**config.mk**
```make
export PLATFORM = sky130hd
export DESIGN_NAME = fpp_ctrl
export DESIGN_NICKNAME = d
export VERILOG_FILES = /design/src/rtl/fpp_pkg.sv /design/src/rtl/fpp_edge.sv /design/src/rtl/fpp_addr_cnt.sv /design/src/rtl/fpp_seq.sv /design/src/rtl/fpp_ctrl.sv
export SDC_FILE = /design/constraint.sdc
export NUM_CORES = 1
export LEC_CHECK = 0
export BUFFER_PORTS_ARGS = -buffer_cell sky130_fd_sc_hd__buf_2
export CAP_MARGIN = 20
export CORE_MARGIN = 5
export CORE_UTILIZATION = 56
export CTS_CLUSTER_SIZE = 24
export DETAILED_ROUTE_END_ITERATION = 10
export GPL_TIMING_DRIVEN = 0
export PLACE_DENSITY = 0.91
export SYNTH_ARGS = -nofsm -noshare
export SYNTH_HDL_FRONTEND = slang
export SYNTH_HIERARCHICAL = 1
export SYNTH_SLANG_ARGS = --single-unit
```
**constraint.sdc**
```tcl
create_clock -name clk -period 2.37 [get_ports clk]
set_input_delay 0 -clock clk [delete_from_list [all_inputs] [get_ports clk]]
set_output_delay 0 -clock clk [all_outputs]
set_load 0.005 [all_outputs]
```
**src/rtl/fpp_pkg.sv**
```systemverilog
package fpp_pkg;
  localparam int DATA_W = 8;

  typedef enum logic [2:0] {
    M_NONE, M_WRITE, M_READ, M_LOCK1, M_LOCK2, M_ERASE, M_SIG
  } fpp_mode_e;

  // sel = {s3,s4,s5,s7}
  function automatic fpp_mode_e decode_mode(input logic hv, input logic [3:0] sel);
    fpp_mode_e m;
    m = M_NONE;
    if (hv) begin
      case (sel)
        4'b0111: m = M_WRITE;
        4'b1111: m = M_LOCK1;
        4'b1100: m = M_LOCK2;
        4'b1000: m = M_ERASE;
        default: m = M_NONE;
      endcase
    end else begin
      case (sel)
        4'b0011: m = M_READ;
        4'b0000: m = M_SIG;
        default: m = M_NONE;
      endcase
    end
    return m;
  endfunction

  // A cell can only lose ones when written.
  function automatic logic [DATA_W-1:0] merge_byte(input logic [DATA_W-1:0] old_v,
                                                   input logic [DATA_W-1:0] new_v);
    return old_v & new_v;
  endfunction

  // Polling view: top bit inverted while the write is in flight.
  function automatic logic [DATA_W-1:0] poll_view(input logic [DATA_W-1:0] d);
    return {~d[DATA_W-1], d[DATA_W-2:0]};
  endfunction
endpackage

```
**src/rtl/fpp_edge.sv**
```systemverilog
module fpp_edge #(
  parameter int N = 3,
  parameter logic [N-1:0] IDLE = '0
) (
  input  logic         clk,
  input  logic         rst_n,
  input  logic [N-1:0] pin,
  output logic [N-1:0] rise
);
  logic [N-1:0] pin_q;

  for (genvar i = 0; i < N; i++) begin : g_bit
    always_ff @(posedge clk or negedge rst_n) begin
      if (!rst_n) pin_q[i] <= IDLE[i];
      else        pin_q[i] <= pin[i];
    end
    assign rise[i] = pin[i] & ~pin_q[i];
  end
endmodule

```
**src/rtl/fpp_addr_cnt.sv**
```systemverilog
module fpp_addr_cnt #(
  parameter int ADDR_W = 11
) (
  input  logic              clk,
  input  logic              rst_n,
  input  logic              clr,
  input  logic              step,
  input  logic              hold,
  output logic [ADDR_W-1:0] cnt
);
  always_ff @(posedge clk or negedge rst_n) begin
    if (!rst_n)              cnt <= '0;
    else if (clr)            cnt <= '0;
    else if (step && !hold)  cnt <= cnt + 1'b1;
  end


  clr_zero_chk: assert property (@(posedge clk) disable iff (!rst_n)
    clr |=> (cnt == '0));

  step_inc_chk: assert property (@(posedge clk) disable iff (!rst_n)
    (step && !hold && !clr) |=> (cnt == $past(cnt) + 1'b1));

  busy_hold_chk: assert property (@(posedge clk) disable iff (!rst_n)
    (hold && !clr) |=> $stable(cnt));
endmodule

```
**src/rtl/fpp_seq.sv**
```systemverilog
module fpp_seq
  import fpp_pkg::*;
#(
  parameter int ADDR_W       = 11,
  parameter int WR_CYCLES    = 64,
  parameter int ERASE_CYCLES = 128
) (
  input  logic              clk,
  input  logic              rst_n,
  input  fpp_mode_e         mode,
  input  logic              prog_low,
  input  logic              prog_rise,
  input  logic [ADDR_W-1:0] addr,
  input  logic [DATA_W-1:0] rdata,
  input  logic [DATA_W-1:0] din,
  output logic              busy,
  output logic              mem_we,
  output logic [DATA_W-1:0] mem_wdata,
  output logic              mem_erase,
  output logic              lock1,
  output logic              lock2,
  output logic              poll_on,
  output logic [ADDR_W-1:0] poll_addr,
  output logic [DATA_W-1:0] poll_data
);
  localparam int WT_W = $clog2(WR_CYCLES + 1);
  localparam int ET_W = $clog2(ERASE_CYCLES + 1);
  localparam logic [WT_W-1:0] WT_LOAD = WT_W'(WR_CYCLES - 1);
  localparam logic [ET_W-1:0] ET_MAX  = ET_W'(ERASE_CYCLES);

  logic [WT_W-1:0] wtmr;
  logic [ET_W-1:0] elow;
  logic start_byte, start_lock, start_erase, accept;

  assign accept      = prog_rise && !busy;
  assign start_byte  = accept && (mode == M_WRITE) && !lock1;
  assign start_lock  = accept && ((mode == M_LOCK1) || (mode == M_LOCK2));
  assign start_erase = accept && (mode == M_ERASE) && (elow == ET_MAX);

  assign mem_we    = start_byte;
  assign mem_wdata = merge_byte(rdata, din);

  // Low-time meter for the erase strobe, saturating at the limit.
  always_ff @(posedge clk or negedge rst_n) begin
    if (!rst_n)                              elow <= '0;
    else if (!prog_low || mode != M_ERASE)   elow <= '0;
    else if (elow != ET_MAX)                 elow <= elow + 1'b1;
  end

  always_ff @(posedge clk or negedge rst_n) begin
    if (!rst_n) begin
      busy <= 1'b0;
      wtmr <= '0;
    end else if (start_byte || start_lock) begin
      busy <= 1'b1;
      wtmr <= WT_LOAD;
    end else if (busy) begin
      if (wtmr == '0) busy <= 1'b0;
      else            wtmr <= wtmr - 1'b1;
    end
  end

  always_ff @(posedge clk or negedge rst_n) begin
    if (!rst_n) begin
      poll_on   <= 1'b0;
      poll_addr <= '0;
      poll_data <= '0;
    end else if (start_byte) begin
      poll_on   <= 1'b1;
      poll_addr <= addr;
      poll_data <= mem_wdata;
    end else if (start_lock || (busy && wtmr == '0)) begin
      poll_on   <= 1'b0;
    end
  end

  always_ff @(posedge clk or negedge rst_n) begin
    if (!rst_n) begin
      lock1     <= 1'b0;
      lock2     <= 1'b0;
      mem_erase <= 1'b0;
    end else begin
      mem_erase <= start_erase;
      if (start_erase) begin
        lock1 <= 1'b0;
        lock2 <= 1'b0;
      end else if (start_lock) begin
        if (mode == M_LOCK1) lock1 <= 1'b1;
        else                 lock2 <= 1'b1;
      end
    end
  end


  we_busy_chk: assert property (@(posedge clk) disable iff (!rst_n)
    mem_we |=> busy);

  busy_nowr_chk: assert property (@(posedge clk) disable iff (!rst_n)
    busy |-> !mem_we);

  lk1_clear_chk: assert property (@(posedge clk) disable iff (!rst_n)
    $fell(lock1) |-> mem_erase);

  lk2_clear_chk: assert property (@(posedge clk) disable iff (!rst_n)
    $fell(lock2) |-> mem_erase);
endmodule

```
**src/rtl/fpp_ctrl.sv**
```systemverilog
module fpp_ctrl
  import fpp_pkg::*;
#(
  parameter int ADDR_W       = 11,
  parameter int WR_CYCLES    = 64,
  parameter int ERASE_CYCLES = 128,
  parameter logic [7:0] SIG0 = 8'h1E,
  parameter logic [7:0] SIG1 = 8'h21
) (
  input  logic              clk,
  input  logic              rst_n,
  input  logic              prst_pin,
  input  logic              step_pin,
  input  logic              prog_n,
  input  logic              hv_en,
  input  logic [3:0]        sel,
  input  logic [7:0]        din,
  output logic [7:0]        dout,
  output logic              busy_n,
  output logic [ADDR_W-1:0] mem_addr,
  input  logic [7:0]        mem_rdata,
  output logic [7:0]        mem_wdata,
  output logic              mem_we,
  output logic              mem_erase
);
  logic [2:0] rise;
  logic       busy, lock1, lock2, poll_on;
  logic [ADDR_W-1:0] cnt, poll_addr;
  logic [DATA_W-1:0] poll_data;
  fpp_mode_e mode;

  assign mode = decode_mode(hv_en, sel);

  fpp_edge #(.N(3), .IDLE(3'b100)) u_edge (
    .clk(clk), .rst_n(rst_n),
    .pin({prog_n, step_pin, prst_pin}), .rise(rise)
  );

  fpp_addr_cnt #(.ADDR_W(ADDR_W)) u_cnt (
    .clk(clk), .rst_n(rst_n), .clr(rise[0]), .step(rise[1]),
    .hold(busy), .cnt(cnt)
  );

  fpp_seq #(.ADDR_W(ADDR_W), .WR_CYCLES(WR_CYCLES),
            .ERASE_CYCLES(ERASE_CYCLES)) u_seq (
    .clk(clk), .rst_n(rst_n), .mode(mode), .prog_low(~prog_n),
    .prog_rise(rise[2]), .addr(cnt), .rdata(mem_rdata), .din(din),
    .busy(busy), .mem_we(mem_we), .mem_wdata(mem_wdata),
    .mem_erase(mem_erase), .lock1(lock1), .lock2(lock2),
    .poll_on(poll_on), .poll_addr(poll_addr), .poll_data(poll_data)
  );

  assign mem_addr = cnt;
  assign busy_n   = ~busy;

  always_comb begin
    dout = 8'hFF;
    case (mode)
      M_READ: begin
        if (lock1 && lock2)                      dout = 8'hFF;
        else if (poll_on && cnt == poll_addr)    dout = poll_view(poll_data);
        else                                     dout = mem_rdata;
      end
      M_SIG: begin
        if (cnt == ADDR_W'(0))      dout = SIG0;
        else if (cnt == ADDR_W'(1)) dout = SIG1;
        else                        dout = 8'h00;
      end
      default: dout = 8'hFF;
    endcase
  end


  poll_busy_chk: assert property (@(posedge clk) disable iff (!rst_n)
    poll_on |-> busy);
endmodule

```
==> impl_summary.md <==
Run status
The flow ran to the end, and the final reports show no timing, DRC or antenna violations.

Power and ir drop
The power density of the placed cells is 433 nW/um^2. Of the total power, the clock network draws 0.346. The leakage power total is 1.74 nW. For this design the total switching power over the nets is 0.000370 W.

VDD sags by at most 261 uV. The internal power of the cells is 0.00120 W. The part of the power in combinational logic is 0.072.

Of the total power, the share spent switching nets is 0.236. Of the total power, registers draw 0.582.

Setup path
The critical path ends at dout[7]. The most critical setup path has its startpoint at u_cnt/cnt[4]. The cell family contributing the most delay on the critical path is simple AND/OR/NAND/NOR gates. The worst setup slack for register-to-register paths is 0.38 ns. The worst setup path is captured at an output pin. The total buffers and inverters traversed by the critical path is 1. The required time at the worst-slack endpoint is 2.37 ns.

Traced cell by cell, the critical path runs through xnor2_1 -> nand4_2 -> or4_1 -> a31oi_1 -> buf_2. The number of cells on the worst reg-to-reg path is 6. Data arrives at the worst endpoint at 2.19 ns. In this run the critical register-to-register path is launched from u_seq/wtmr[1].

The slowest stage of the critical path is the or4_1 cell. The worst setup path is launched from a flip-flop. The end of the worst register-to-register path is u_seq/wtmr[0]. In this run the worst path has a maximum fanout of 9. The worst setup path category is flip-flop to output pin.

The total number of cells along the worst setup path is 5. The stage delay of the slowest cell on the critical path is 0.53 ns.

Finish
The fraction of final layout cells sized beyond drive strength 1 is 0.297. The final standard cell count with taps included and fillers excluded is 432. The repair_antennas step left the layout with diodes totalling 0. The layout overhead on the synthesized area is 17.5%.

The final-layout fill cell count is 397. After the last flow step, the layout net total stands at 390.

Clock tree
Clock-pin slew was measured on the worst setup and hold paths at 0.10 ns. The clock tree synthesis step divided the H-tree into 2 levels. The CTS tree is done. The root buffer cell is clkbuf_8. The maximum clock insertion buffer count is 2. Clock tree synthesis found a total of 53 sinks.

Counting the buffers created by CTS gives 5. The later pin in the worst-skew pair is clocked with a latency of 0.30 ns.

Routing
The number of vias in the routed layout is 2443. The number of iterations in the first detailed-routing pass is 6. The detail-routed via count per cell is 5.66. For this run, design rule violations remaining after detail routing come to 0. The routed design has 6660 um of wire.

The first routing iteration left 152 violations. The number of routed nets with antenna violations is 0. After detailed routing, the average wire length per cell comes to 15.4 um.

Floorplan
The width of the die is 84.2 um. The die covers 7080 sq um. From bottom edge to top edge, the die measures 84.2 um. The region available for standard cell placement spans 5440 sq um. The number of primary I/O pins is 56. For this configuration, the core starts out at a cell density of 0.566. After floorplanning, the core was divided into 27 placement rows.

Min path
The count of cells along the worst hold path is 3. The class of the most critical hold timing path is input pin to flip-flop.

Flow run
The number of max-cap violations is 0.

Placement
Before CTS, the worst setup slack after placement is 0.312 ns. The number of port buffers is 55. The number of instances in the placed design is 419. The congestion estimate from routability-driven global placement came to 0.812.

The estimated wirelength of the detail-placed design is 4830 um.

Logic synthesis
Of the post-synthesis cell area, the part taken by muxes is 0.105. The synthesized netlist contains 51 unique library cells. The compound-cell area share of the yosys netlist was 0.0837. Synthesis produced 291 cells. The Yosys step of the flow raised 6 warnings. The synthesized design contains 0 enable-type register cells. The post-synthesis share of cell area spent on xor and xnor gates is 0.0861. Each instance of the synthesized netlist takes up on average 10.6 sq um. Of the total synthesized cell area, the portion taken by full adders, half adders and majority gates is 0.0203. Of the total synthesized cell area, the portion taken by AND, OR, NAND and NOR gates is 0.245. The main flop type after synthesis is dfrtp_1. For this run, the register share of the synthesized area comes to 0.431. Counting flops with an async set or reset pin after synthesis yields a share of 1.00. The area of the mapped netlist is 3080 sq um.

The number of synthesized register bits is 53. The number of nets in the synthesized netlist is 322. After synthesis, the largest family of logic cells by area is simple AND/OR/NAND/NOR gates.

Timing
Static timing analysis puts the maximum clock frequency at 456 MHz. Setup slack on the critical path of the routed design comes to 0.176 ns. Across the routed clock network, the largest skew measured is 0.0110 ns.

Subtracting the final worst setup slack from the clock period gives 2.19 ns. The final-report setup violation count is 0. Dividing the final minimum period by the clock period gives 0.926. The final hold violation count is 0. The worst max-slew margin expressed relative to the limit is 0.586. At the pin with the least slew margin, the transition time is 0.620 ns. The final-report max-slew violation count is 0. The worst hold slack is 0.0631 ns. Setup repair after global routing left no endpoint under its margin. After routing, the total negative slack on setup checks comes to 0 ns.

GRT
The wire length of the first global-routing pass is 11400 um. The number of antenna violations at the first check in global routing is 0. The via count of the first global-routing pass is 2457.

Entering global routing, the biggest net connects 33 pins. The global routing usage summed across all routing layers is 0.194. For this run the aggregate overflow at the end of global routing stands at 0.
routing by layer:
layer  GRT usage  part of all wire  vias to the layer above
met4      0.0322            0.0054                        0
met5           0                 0                        -
met3      0.0491             0.065                        4
met2       0.328              0.49                       87
met1       0.255              0.44                     1178
li1            -                 -                     1174
cell usage in the layout, fill, tap and decap left out, drive strengths merged, types with 2 or more instances in the layout:
master / synthesis / routed
a21oi: 2 / 2
a311oi: 6 / 6
a31oi: 5 / 5
and2: 14 / 14
and2b: 2 / 2
and3: 3 / 3
and4: 4 / 4
and4b: 2 / 2
buf: 2 / 59
clkbuf: 6 / 12
clkinv: 0 / 2
dfrtp: 52 / 52
dlygate4sd3: 0 / 4
ha: 5 / 5
inv: 12 / 12
mux2: 20 / 20
mux2i: 3 / 3
nand2: 19 / 19
nand2b: 3 / 3
nand3: 12 / 12
nand4: 7 / 7
nor2: 30 / 30
nor2b: 4 / 4
nor3: 4 / 4
nor4b: 7 / 7
o211ai: 3 / 3
o21ai: 10 / 10
o31ai: 8 / 8
or3: 7 / 7
or4: 3 / 3
xnor2: 13 / 13
xor2: 13 / 13
power by group through the flow:
stage / logic, W / clock network, W / registers [W]
after global placement: 0.000101 / 0 / 0.000930
after floorplan: 0.0000442 / 0 / 0.000930
after CTS: 0.000115 / 0.000553 / 0.000912
final: 0.000114 / 0.000542 / 0.000912
after global routing: 0.000127 / 0.000601 / 0.000913
after detailed placement: 0.000109 / 0 / 0.000930
cell families after synthesis:
group / after synthesis
adders and majority gates: 5
xor gates and xnor gates: 26
buffers and inverters: 20
and+or+nand+nor: 126
AOI/OAI and AO/OA: 38
DFF: 53
muxes: 23
per-stage QoR:
stage	cell area (sq um)	utilization	total power [W]
floorplan	3080	-	0.000974
global placement	3450	0.634	0.00103
detailed placement	3470	0.637	0.00104
CTS	3600	0.662	0.00158
global route	3620	0.666	0.00164
finish	3620	0.666	0.00157
final cells by class:
| type | count | area (sq um) | share of cell area |
|---|---|---|---|
| plain buffers | 8 | 45.0 | 0.0124 |
| clock buffers | 6 | 82.6 | 0.0228 |
| clock inverters | 2 | 13.8 | 0.00380 |
| inverters | 12 | 45.0 | 0.0124 |
| multi-input cells | 218 | 1670 | 0.462 |
| flip-flops and latches | 53 | 1330 | 0.367 |
| well taps | 72 | 90.1 | 0.0249 |
| repair buffers | 61 | 343 | 0.0947 |
synthesized netlist by cell type (all sizes together), types with 8 or more instances:
library cell  count  share of area
nor2             30          0.037
nand3            12          0.019
xnor2            13          0.049
inv              12          0.015
o21ai            10          0.016
dfrtp            52           0.42
o31ai             8          0.019
xor2             13          0.037
and2             14          0.028
mux2             20          0.095
nand2            19          0.024
registers in the layout (all words and copies together), names as in the netlist, 3 cells and up:
| register | cells |
|---|---|
| u_edge/pin_q | 3 |
| u_seq/elow | 8 |
| u_seq/poll_data | 8 |
| u_cnt/cnt | 11 |
| u_seq/poll_addr | 11 |
| u_seq/wtmr | 7 |
worst min-delay path by stage:
| stage | from | to | slack, ns |
|---|---|---|---|
| floorplan | rst_n | u_cnt/cnt[0] | -0.30 |
| global placement | prst_pin | u_edge/pin_q[0] | 0.13 |
| detailed placement | rst_n | u_edge/pin_q[1] | 0.02 |
| CTS | din[3] | u_seq/poll_data[3] | 0.05 |
| global route | din[0] | u_seq/poll_data[0] | 0.07 |
| finish | din[0] | u_seq/poll_data[0] | 0.06 |
what timing repair did:
| item | 4_1_cts | 5_1_grt |
|---|---|---|
| endpoints found under the hold margin | 25 | 0 |
| hold buffers | 4 | 0 |
| setup buffers | 0 | 1 |
| gates resized for setup | 0 | 2 |
| endpoints found under the setup margin | 0 | 3 |
tightest hold or removal path, cell delays in order:
cell and delay [ns]:
buf_2 0.07, and2_1 0.12, mux2_4 0.14
No activity file was read; power rests on OpenSTA's default activity.
